--- config.mk ---
export PLATFORM = sky130hd
export DESIGN_NAME = i2cs_reg_slave
export DESIGN_NICKNAME = d
export VERILOG_FILES = /design/src/rtl/i2cs_pkg.sv /design/src/rtl/i2cs_bus_sense.sv /design/src/rtl/i2cs_ptr.sv /design/src/rtl/i2cs_reg_slave.sv
export SDC_FILE = /design/constraint.sdc
export NUM_CORES = 1
export LEC_CHECK = 0
export ABC_AREA = 0
export BUFFER_PORTS_ARGS = -buffer_cell sky130_fd_sc_hd__buf_2
export CORE_ASPECT_RATIO = 1.4
export CORE_MARGIN = 5
export CORE_UTILIZATION = 33
export DETAILED_ROUTE_END_ITERATION = 10
export PLACE_DENSITY = 0.52
export REMOVE_ABC_BUFFERS = 1
export SYNTH_ARGS = -nofsm -noshare
export SYNTH_HDL_FRONTEND = slang
export SYNTH_SLANG_ARGS = --single-unit
--- constraint.sdc ---
create_clock -name clk -period 2.8 [get_ports clk]
set_input_delay 0.7 -clock clk [delete_from_list [all_inputs] [get_ports clk]]
set_output_delay 0.7 -clock clk [all_outputs]
set_load 0.05 [all_outputs]
--- src/rtl/i2cs_pkg.sv ---
package i2cs_pkg;
    localparam int BYTE_W  = 8;
    localparam int PTR_W   = BYTE_W - 1;
    localparam int REG_CNT = 2 ** PTR_W;
    localparam int DEV_W   = 7;

    typedef enum logic [3:0] {
        ST_IDLE,
        ST_DEV,
        ST_REG,
        ST_WDATA,
        ST_ACK,
        ST_RD,
        ST_RACK,
        ST_RNEXT,
        ST_WAIT
    } i2cs_state_t;
endpackage

--- src/rtl/i2cs_bus_sense.sv ---
module i2cs_bus_sense #(
    parameter int STAGES = 2
) (
    input  logic clk,
    input  logic rst_n,
    input  logic scl_i,
    input  logic sda_i,
    output logic scl_s,
    output logic sda_s,
    output logic scl_rise,
    output logic scl_fall,
    output logic bus_start,
    output logic bus_stop
);
    logic [STAGES-1:0] scl_chain;
    logic [STAGES-1:0] sda_chain;
    logic              scl_q;
    logic              sda_q;

    for (genvar i = 0; i < STAGES; i++) begin : g_stage
        if (i == 0) begin : g_first
            always_ff @(posedge clk or negedge rst_n) begin
                if (!rst_n) begin
                    scl_chain[i] <= 1'b1;
                    sda_chain[i] <= 1'b1;
                end else begin
                    scl_chain[i] <= scl_i;
                    sda_chain[i] <= sda_i;
                end
            end
        end else begin : g_next
            always_ff @(posedge clk or negedge rst_n) begin
                if (!rst_n) begin
                    scl_chain[i] <= 1'b1;
                    sda_chain[i] <= 1'b1;
                end else begin
                    scl_chain[i] <= scl_chain[i-1];
                    sda_chain[i] <= sda_chain[i-1];
                end
            end
        end
    end

    always_ff @(posedge clk or negedge rst_n) begin
        if (!rst_n) begin
            scl_q <= 1'b1;
            sda_q <= 1'b1;
        end else begin
            scl_q <= scl_chain[STAGES-1];
            sda_q <= sda_chain[STAGES-1];
        end
    end

    assign scl_s     = scl_chain[STAGES-1];
    assign sda_s     = sda_chain[STAGES-1];
    assign scl_rise  = scl_s & ~scl_q;
    assign scl_fall  = ~scl_s & scl_q;
    assign bus_start = scl_s & scl_q & sda_q & ~sda_s;
    assign bus_stop  = scl_s & scl_q & ~sda_q & sda_s;
endmodule

--- src/rtl/i2cs_ptr.sv ---
module i2cs_ptr import i2cs_pkg::*; #(
    parameter logic [REG_CNT-1:0] HOLD_MASK = '0
) (
    input  logic             clk,
    input  logic             rst_n,
    input  logic             load,
    input  logic [PTR_W-1:0] load_val,
    input  logic             step,
    output logic [PTR_W-1:0] ptr
);
    logic held;
    assign held = HOLD_MASK[ptr];

    always_ff @(posedge clk or negedge rst_n) begin
        if (!rst_n) begin
            ptr <= '0;
        end else if (load) begin
            ptr <= load_val;
        end else if (step && !held) begin
            ptr <= ptr + 1'b1;
        end
    end

    // a held register keeps the pointer in place
    a_r8_hold_stays: assert property (@(posedge clk) disable iff (!rst_n)
        (step && !load && held) |=> (ptr == $past(ptr)));

    // an ordinary step moves to the next register
    a_r5_step_next: assert property (@(posedge clk) disable iff (!rst_n)
        (step && !load && !held) |=> (ptr == PTR_W'($past(ptr) + 1'b1)));

    // the top register steps to zero
    a_r9_wrap_zero: assert property (@(posedge clk) disable iff (!rst_n)
        (step && !load && !held && ptr == PTR_W'(REG_CNT - 1)) |=> (ptr == '0));
endmodule

--- src/rtl/i2cs_reg_slave.sv ---
module i2cs_reg_slave import i2cs_pkg::*; #(
    parameter int                       STRAP_W     = 2,
    parameter logic [DEV_W-STRAP_W-1:0] DEV_HI      = (DEV_W-STRAP_W)'(6),
    parameter logic [REG_CNT-1:0]       HOLD_MASK   = '0,
    parameter int                       SYNC_STAGES = 2
) (
    input  logic               clk,
    input  logic               rst_n,
    input  logic               scl_i,
    input  logic               sda_i,
    output logic               sda_oe,
    input  logic [STRAP_W-1:0] strap_i,
    output logic [PTR_W-1:0]   rb_rd_addr,
    input  logic [BYTE_W-1:0]  rb_rd_data,
    output logic               rb_wr_en,
    output logic [PTR_W-1:0]   rb_wr_addr,
    output logic [BYTE_W-1:0]  rb_wr_data
);
    localparam int CNT_W = $clog2(BYTE_W);

    logic scl_s, sda_s, scl_rise, scl_fall, bus_start, bus_stop;

    i2cs_bus_sense #(.STAGES(SYNC_STAGES)) u_sense (
        .clk       (clk),
        .rst_n     (rst_n),
        .scl_i     (scl_i),
        .sda_i     (sda_i),
        .scl_s     (scl_s),
        .sda_s     (sda_s),
        .scl_rise  (scl_rise),
        .scl_fall  (scl_fall),
        .bus_start (bus_start),
        .bus_stop  (bus_stop)
    );

    i2cs_state_t         state_q, state_d, ack_next_q;
    logic [CNT_W-1:0]    bit_cnt_q;
    logic [BYTE_W-1:0]   shreg_q;
    logic                ack_phase_q;
    logic [BYTE_W-1:0]   byte_in;
    logic                last_bit, dev_match, ptr_load, ptr_step;
    logic [PTR_W-1:0]    ptr;

    assign byte_in   = {shreg_q[BYTE_W-2:0], sda_s};
    assign last_bit  = (bit_cnt_q == CNT_W'(BYTE_W - 1));
    assign dev_match = (byte_in[BYTE_W-1:1] == {DEV_HI, strap_i});
    assign ptr_load  = (state_q == ST_REG) && scl_rise && last_bit;
    assign ptr_step  = ((state_q == ST_WDATA) && scl_rise && last_bit) ||
                       ((state_q == ST_RD) && scl_fall && last_bit);

    i2cs_ptr #(.HOLD_MASK(HOLD_MASK)) u_ptr (
        .clk      (clk),
        .rst_n    (rst_n),
        .load     (ptr_load),
        .load_val (byte_in[BYTE_W-1:1]),
        .step     (ptr_step),
        .ptr      (ptr)
    );

    assign rb_rd_addr = ptr;

    // State register
    always_ff @(posedge clk or negedge rst_n) begin
        if (!rst_n) begin
            state_q <= ST_IDLE;
        end else begin
            state_q <= state_d;
        end
    end

    // Next-state logic
    always_comb begin
        state_d = state_q;
        if (bus_start) begin
            state_d = ST_DEV;
        end else if (bus_stop) begin
            state_d = ST_IDLE;
        end else begin
            unique case (state_q)
                ST_DEV: begin
                    if (scl_rise && last_bit) state_d = dev_match ? ST_ACK : ST_WAIT;
                end
                ST_REG, ST_WDATA: begin
                    if (scl_rise && last_bit) state_d = ST_ACK;
                end
                ST_ACK: begin
                    if (scl_fall && ack_phase_q) state_d = ack_next_q;
                end
                ST_RD: begin
                    if (scl_fall && last_bit) state_d = ST_RACK;
                end
                ST_RACK: begin
                    if (scl_rise) state_d = sda_s ? ST_WAIT : ST_RNEXT;
                end
                ST_RNEXT: begin
                    if (scl_fall) state_d = ST_RD;
                end
                default: state_d = state_q;
            endcase
        end
    end

    // Shift register, bit counter and acknowledge bookkeeping
    always_ff @(posedge clk or negedge rst_n) begin
        if (!rst_n) begin
            bit_cnt_q   <= '0;
            shreg_q     <= '0;
            ack_phase_q <= 1'b0;
            ack_next_q  <= ST_REG;
        end else if (bus_start || bus_stop) begin
            bit_cnt_q   <= '0;
            ack_phase_q <= 1'b0;
        end else begin
            unique case (state_q)
                ST_DEV, ST_REG, ST_WDATA: begin
                    if (scl_rise) begin
                        shreg_q   <= byte_in;
                        bit_cnt_q <= bit_cnt_q + 1'b1;
                        if (last_bit) begin
                            if (state_q == ST_DEV)
                                ack_next_q <= byte_in[0] ? ST_RD : ST_REG;
                            else
                                ack_next_q <= ST_WDATA;
                        end
                    end
                end
                ST_ACK: begin
                    if (scl_fall) begin
                        ack_phase_q <= ~ack_phase_q;
                        if (ack_phase_q && ack_next_q == ST_RD) shreg_q <= rb_rd_data;
                    end
                end
                ST_RD: begin
                    if (scl_fall) begin
                        bit_cnt_q <= bit_cnt_q + 1'b1;
                        shreg_q   <= {shreg_q[BYTE_W-2:0], 1'b0};
                    end
                end
                ST_RNEXT: begin
                    if (scl_fall) shreg_q <= rb_rd_data;
                end
                default: ;
            endcase
        end
    end

    // Outputs: SDA drive and register bank write port
    always_ff @(posedge clk or negedge rst_n) begin
        if (!rst_n) begin
            sda_oe     <= 1'b0;
            rb_wr_en   <= 1'b0;
            rb_wr_addr <= '0;
            rb_wr_data <= '0;
        end else begin
            rb_wr_en <= 1'b0;
            if (bus_start || bus_stop) begin
                sda_oe <= 1'b0;
            end else begin
                unique case (state_q)
                    ST_WDATA: begin
                        if (scl_rise && last_bit) begin
                            rb_wr_en   <= 1'b1;
                            rb_wr_addr <= ptr;
                            rb_wr_data <= byte_in;
                        end
                    end
                    ST_ACK: begin
                        if (scl_fall) begin
                            if (!ack_phase_q)
                                sda_oe <= 1'b1;
                            else if (ack_next_q == ST_RD)
                                sda_oe <= ~rb_rd_data[BYTE_W-1];
                            else
                                sda_oe <= 1'b0;
                        end
                    end
                    ST_RD: begin
                        if (scl_fall) sda_oe <= last_bit ? 1'b0 : ~shreg_q[BYTE_W-2];
                    end
                    ST_RNEXT: begin
                        if (scl_fall) sda_oe <= ~rb_rd_data[BYTE_W-1];
                    end
                    default: ;
                endcase
            end
        end
    end

    // drive changes only while SCL is low, apart from release at START/STOP
    a_r10_oe_scl_low: assert property (@(posedge clk) disable iff (!rst_n)
        (sda_oe != $past(sda_oe)) |-> (!scl_s || $past(bus_start || bus_stop)));

    // a START always restarts device address reception
    a_r1_start_restart: assert property (@(posedge clk) disable iff (!rst_n)
        $past(bus_start) |-> (state_q == ST_DEV));

    // idle and ignoring states never drive SDA
    a_r7_quiet_release: assert property (@(posedge clk) disable iff (!rst_n)
        (state_q == ST_WAIT || state_q == ST_IDLE) |-> !sda_oe);

    // a bank write only follows a completed write data byte
    a_r5_wr_from_data: assert property (@(posedge clk) disable iff (!rst_n)
        rb_wr_en |-> ($past(state_q) == ST_WDATA));

    // a non-addressed slave never writes
    a_r3_no_write_idle: assert property (@(posedge clk) disable iff (!rst_n)
        (state_q == ST_WAIT && $past(state_q) == ST_WAIT) |-> !rb_wr_en);
endmodule

==> flow_summary.ini <==
[floorplan]
dieArea_um2 = 9762
io_pins = 38
die_w_um = 84.95
rows = 38
core_um2 = 7702
initial_core_util_pct = 33.69
die_h_um = 114.9

[grt]
grt_max_degree = 39
antenna_found_initial = 0
grt_usage_pct = 12.61
top_usage_layer = met2
grt_overflow_total = 0
use_met2_pct = 22.82
grt_pass1_wl_mm = 9.784
grt_pass1_vias = 1938
use_met3_pct = 2.366
use_met1_pct = 14.56

[sta]
tightest_slew_ps = 840.1
final_hold_viol_count = 0
rsz0062_at_grt = no
max_freq_ghz = 0.4149
maxSlewViolCount = 0
post-route-min-period_ps = 2410
setup_viol = 0
finalSetupTns_ps = 0
period_share_pct = 86.07
max-slew-margin-rel_pct = 44.00
finalClockSkew_ps = 8.139

[run_status]
status = finished clean

[clock_network]
post_cts_buffers = 0
cts_hold_buf = 0
clkTransAtPathRegs_ps = 90
htree_levels = 2
numCtsBuffers = 5
cts_tree = yes
cts_resized = 0
clk_path_buf_depth = 2
clock_latency_ps = 300
cts_root_buf = clkbuf_8
cts_sinks = 48

[synthesis]
synthDistinctLibCells = 53
synth_top_cell_area_share_pct = 39.54
ys_seq_area_share_pct = 46.62
synth-edff-count = 0
yosys_warnings = 0
async_reset_ff_share_pct = 100.0
synthCells = 227
synth_ff_type = dfrtp_1
yosys-top-cells-area = dfrtp_1 40%, mux2_4 9.3%, dfstp_2 7.1%
yosys_register_bits = 48
yosys.area.top_type = dfrtp_1
syn_area_um2 = 2595
synth.avg_cell_area_um2 = 11.43

[job]
maxCapViolCount = 0

[routing]
dr.pass1.iters = 4
wl_per_cell_um = 15.74
drc_errors = 0
drt_iter0_drc = 57
routed_via_density = 5.044
ant_nets = 0
vias = 1851
routed_wl_mm = 5.778

[final_layout]
antennaDiodeCount = 0
nNetsFinal = 283
drive_above_1_share_pct = 37.45
mostFrequentLayoutCell = dfrtp_1
final_cells = 367
syn_to_final_growth_pct = 15.43
final_cell_mix = 41 x dfrtp_1, 37 x buf_2, 16 x mux2_4, 15 x nor2_1

[placed_design]
dp_hpwl_mm = 4.316
dp.cells = 359
buffer_ports.inserted = 37
gp_congestion = 0.8480

[pwr]
p_leak_uw = 0.001483
power-per-cell-area_nw_per_um2 = 557.5
vdd_drop_max_mv = 0.2413

[critical_path]
required_ps = 2990
path_max_fanout = 11
criticalPathCategory = register to register
setup.worst_path.start_class = register
endpoint_kind = register
cp.arrival_ps = 2600

[min_path]
hold_class = register to register
cell type report:
| cell class | instances | area (um2) |
|---|---|---|
| Clock buffer | 6 | 82.58 |
| Clock inverter | 2 | 38.79 |
| Fill cell | 798 | 4707 |
| Inverter | 6 | 22.52 |
| Multi-Input combinational cell | 159 | 1264 |
| Sequential cell | 48 | 1210 |
| Tap cell | 100 | 125.1 |
| Timing Repair Buffer | 46 | 252.7 |
synth_stat cells, drive strengths merged (2+ instances only):
master and count:
nand2b 2, o21ai 13, or3 2, dfrtp 41
a31oi 2, nor2b 3, clkbuf 6, ha 3
xnor2 3, a22oi 3, buf 8, or2 2
a21oi 11, xor2 3, nand3 6, nor4b 2
mux2i 5, o22a 3, inv 6, and3 4
o22ai 4, dfstp 7, nand2 14, nand3b 4
mux2 28, nor2 16, nor3 9
cells by family (layout without fill, tap and decap cells):
family                   after synthesis  in the layout  share of synthesized area, %
adder cells (fa/ha/maj)                3              3                         1.447
AND/OR/NAND/NOR                       71             71                         16.06
AO/OA/AOI/OAI                         46             46                         12.78
buffers and inverters                 20             60                         4.677
flip-flops                            48             48                         46.62
XOR/XNOR                               6              6                         2.025
multiplexers                          33             33                         16.39
power by group:
group	total (uW)	leakage, uW	internal [uW]	switching [uW]
Combinational	264	0.000795	161	103
Clock	526	0.0000614	292	234
Sequential	880	0.000626	767	113
Total	1670	0.00148	1220	450
final timing paths:
path                       cells after the start  slack (ps)            startpoint       endpoint
max reg2reg                                    4         390         u_sense.scl_s     shreg_q[4]
max in group asynchronous                      2        1690                 rst_n  rb_wr_addr[4]
min reg2reg                                    0         360  u_sense.sda_chain[0]  u_sense.sda_s
min                                            0         360  u_sense.sda_chain[0]  u_sense.sda_s
min in group asynchronous                      1         500                 rst_n    ack_phase_q
max                                            4         390         u_sense.scl_s     shreg_q[4]
per-layer routing:
metal  up-vias  wire [um]
li1        894          -
met1       916       2418
met2        31       3026
met3        10        198
met4         0        134
met5         -          0
critical path: stages, from the launching register on:
cell	delay, ps
dfstp_2	620
or3b_1	580
a21boi_4	240
or3_1	510
mux2_4	360
state kept, by name, summed over array words and instances (netlist names):
register / count
rb_wr_data: 8
rb_wr_addr: 7
shreg_q: 7
u_ptr.ptr: 7
state_q: 4
ack_next_q: 3
bit_cnt_q: 3
ack_phase_q: 1
rb_wr_en: 1
sda_oe: 1
u_sense.scl_chain: 1
u_sense.scl_q: 1
u_sense.scl_s: 1
u_sense.sda_chain: 1
u_sense.sda_q: 1
u_sense.sda_s: 1
metrics by stage:
stage	setup WS [ps]	hold slack [ps]	instance area [um2]	power, uW	utilization [%]
finish	390.0	359.0	2995	1670	38.89
global route	270.9	371.7	2995	1761	38.89
CTS	376.3	361.9	2995	1694	38.89
detailed placement	393.1	349.1	2874	1162	37.31
global placement	424.5	347.2	2874	1155	37.31
floorplan	318.7	345.2	2496	1054	-
No activity file was read; power rests on OpenSTA's default activity.
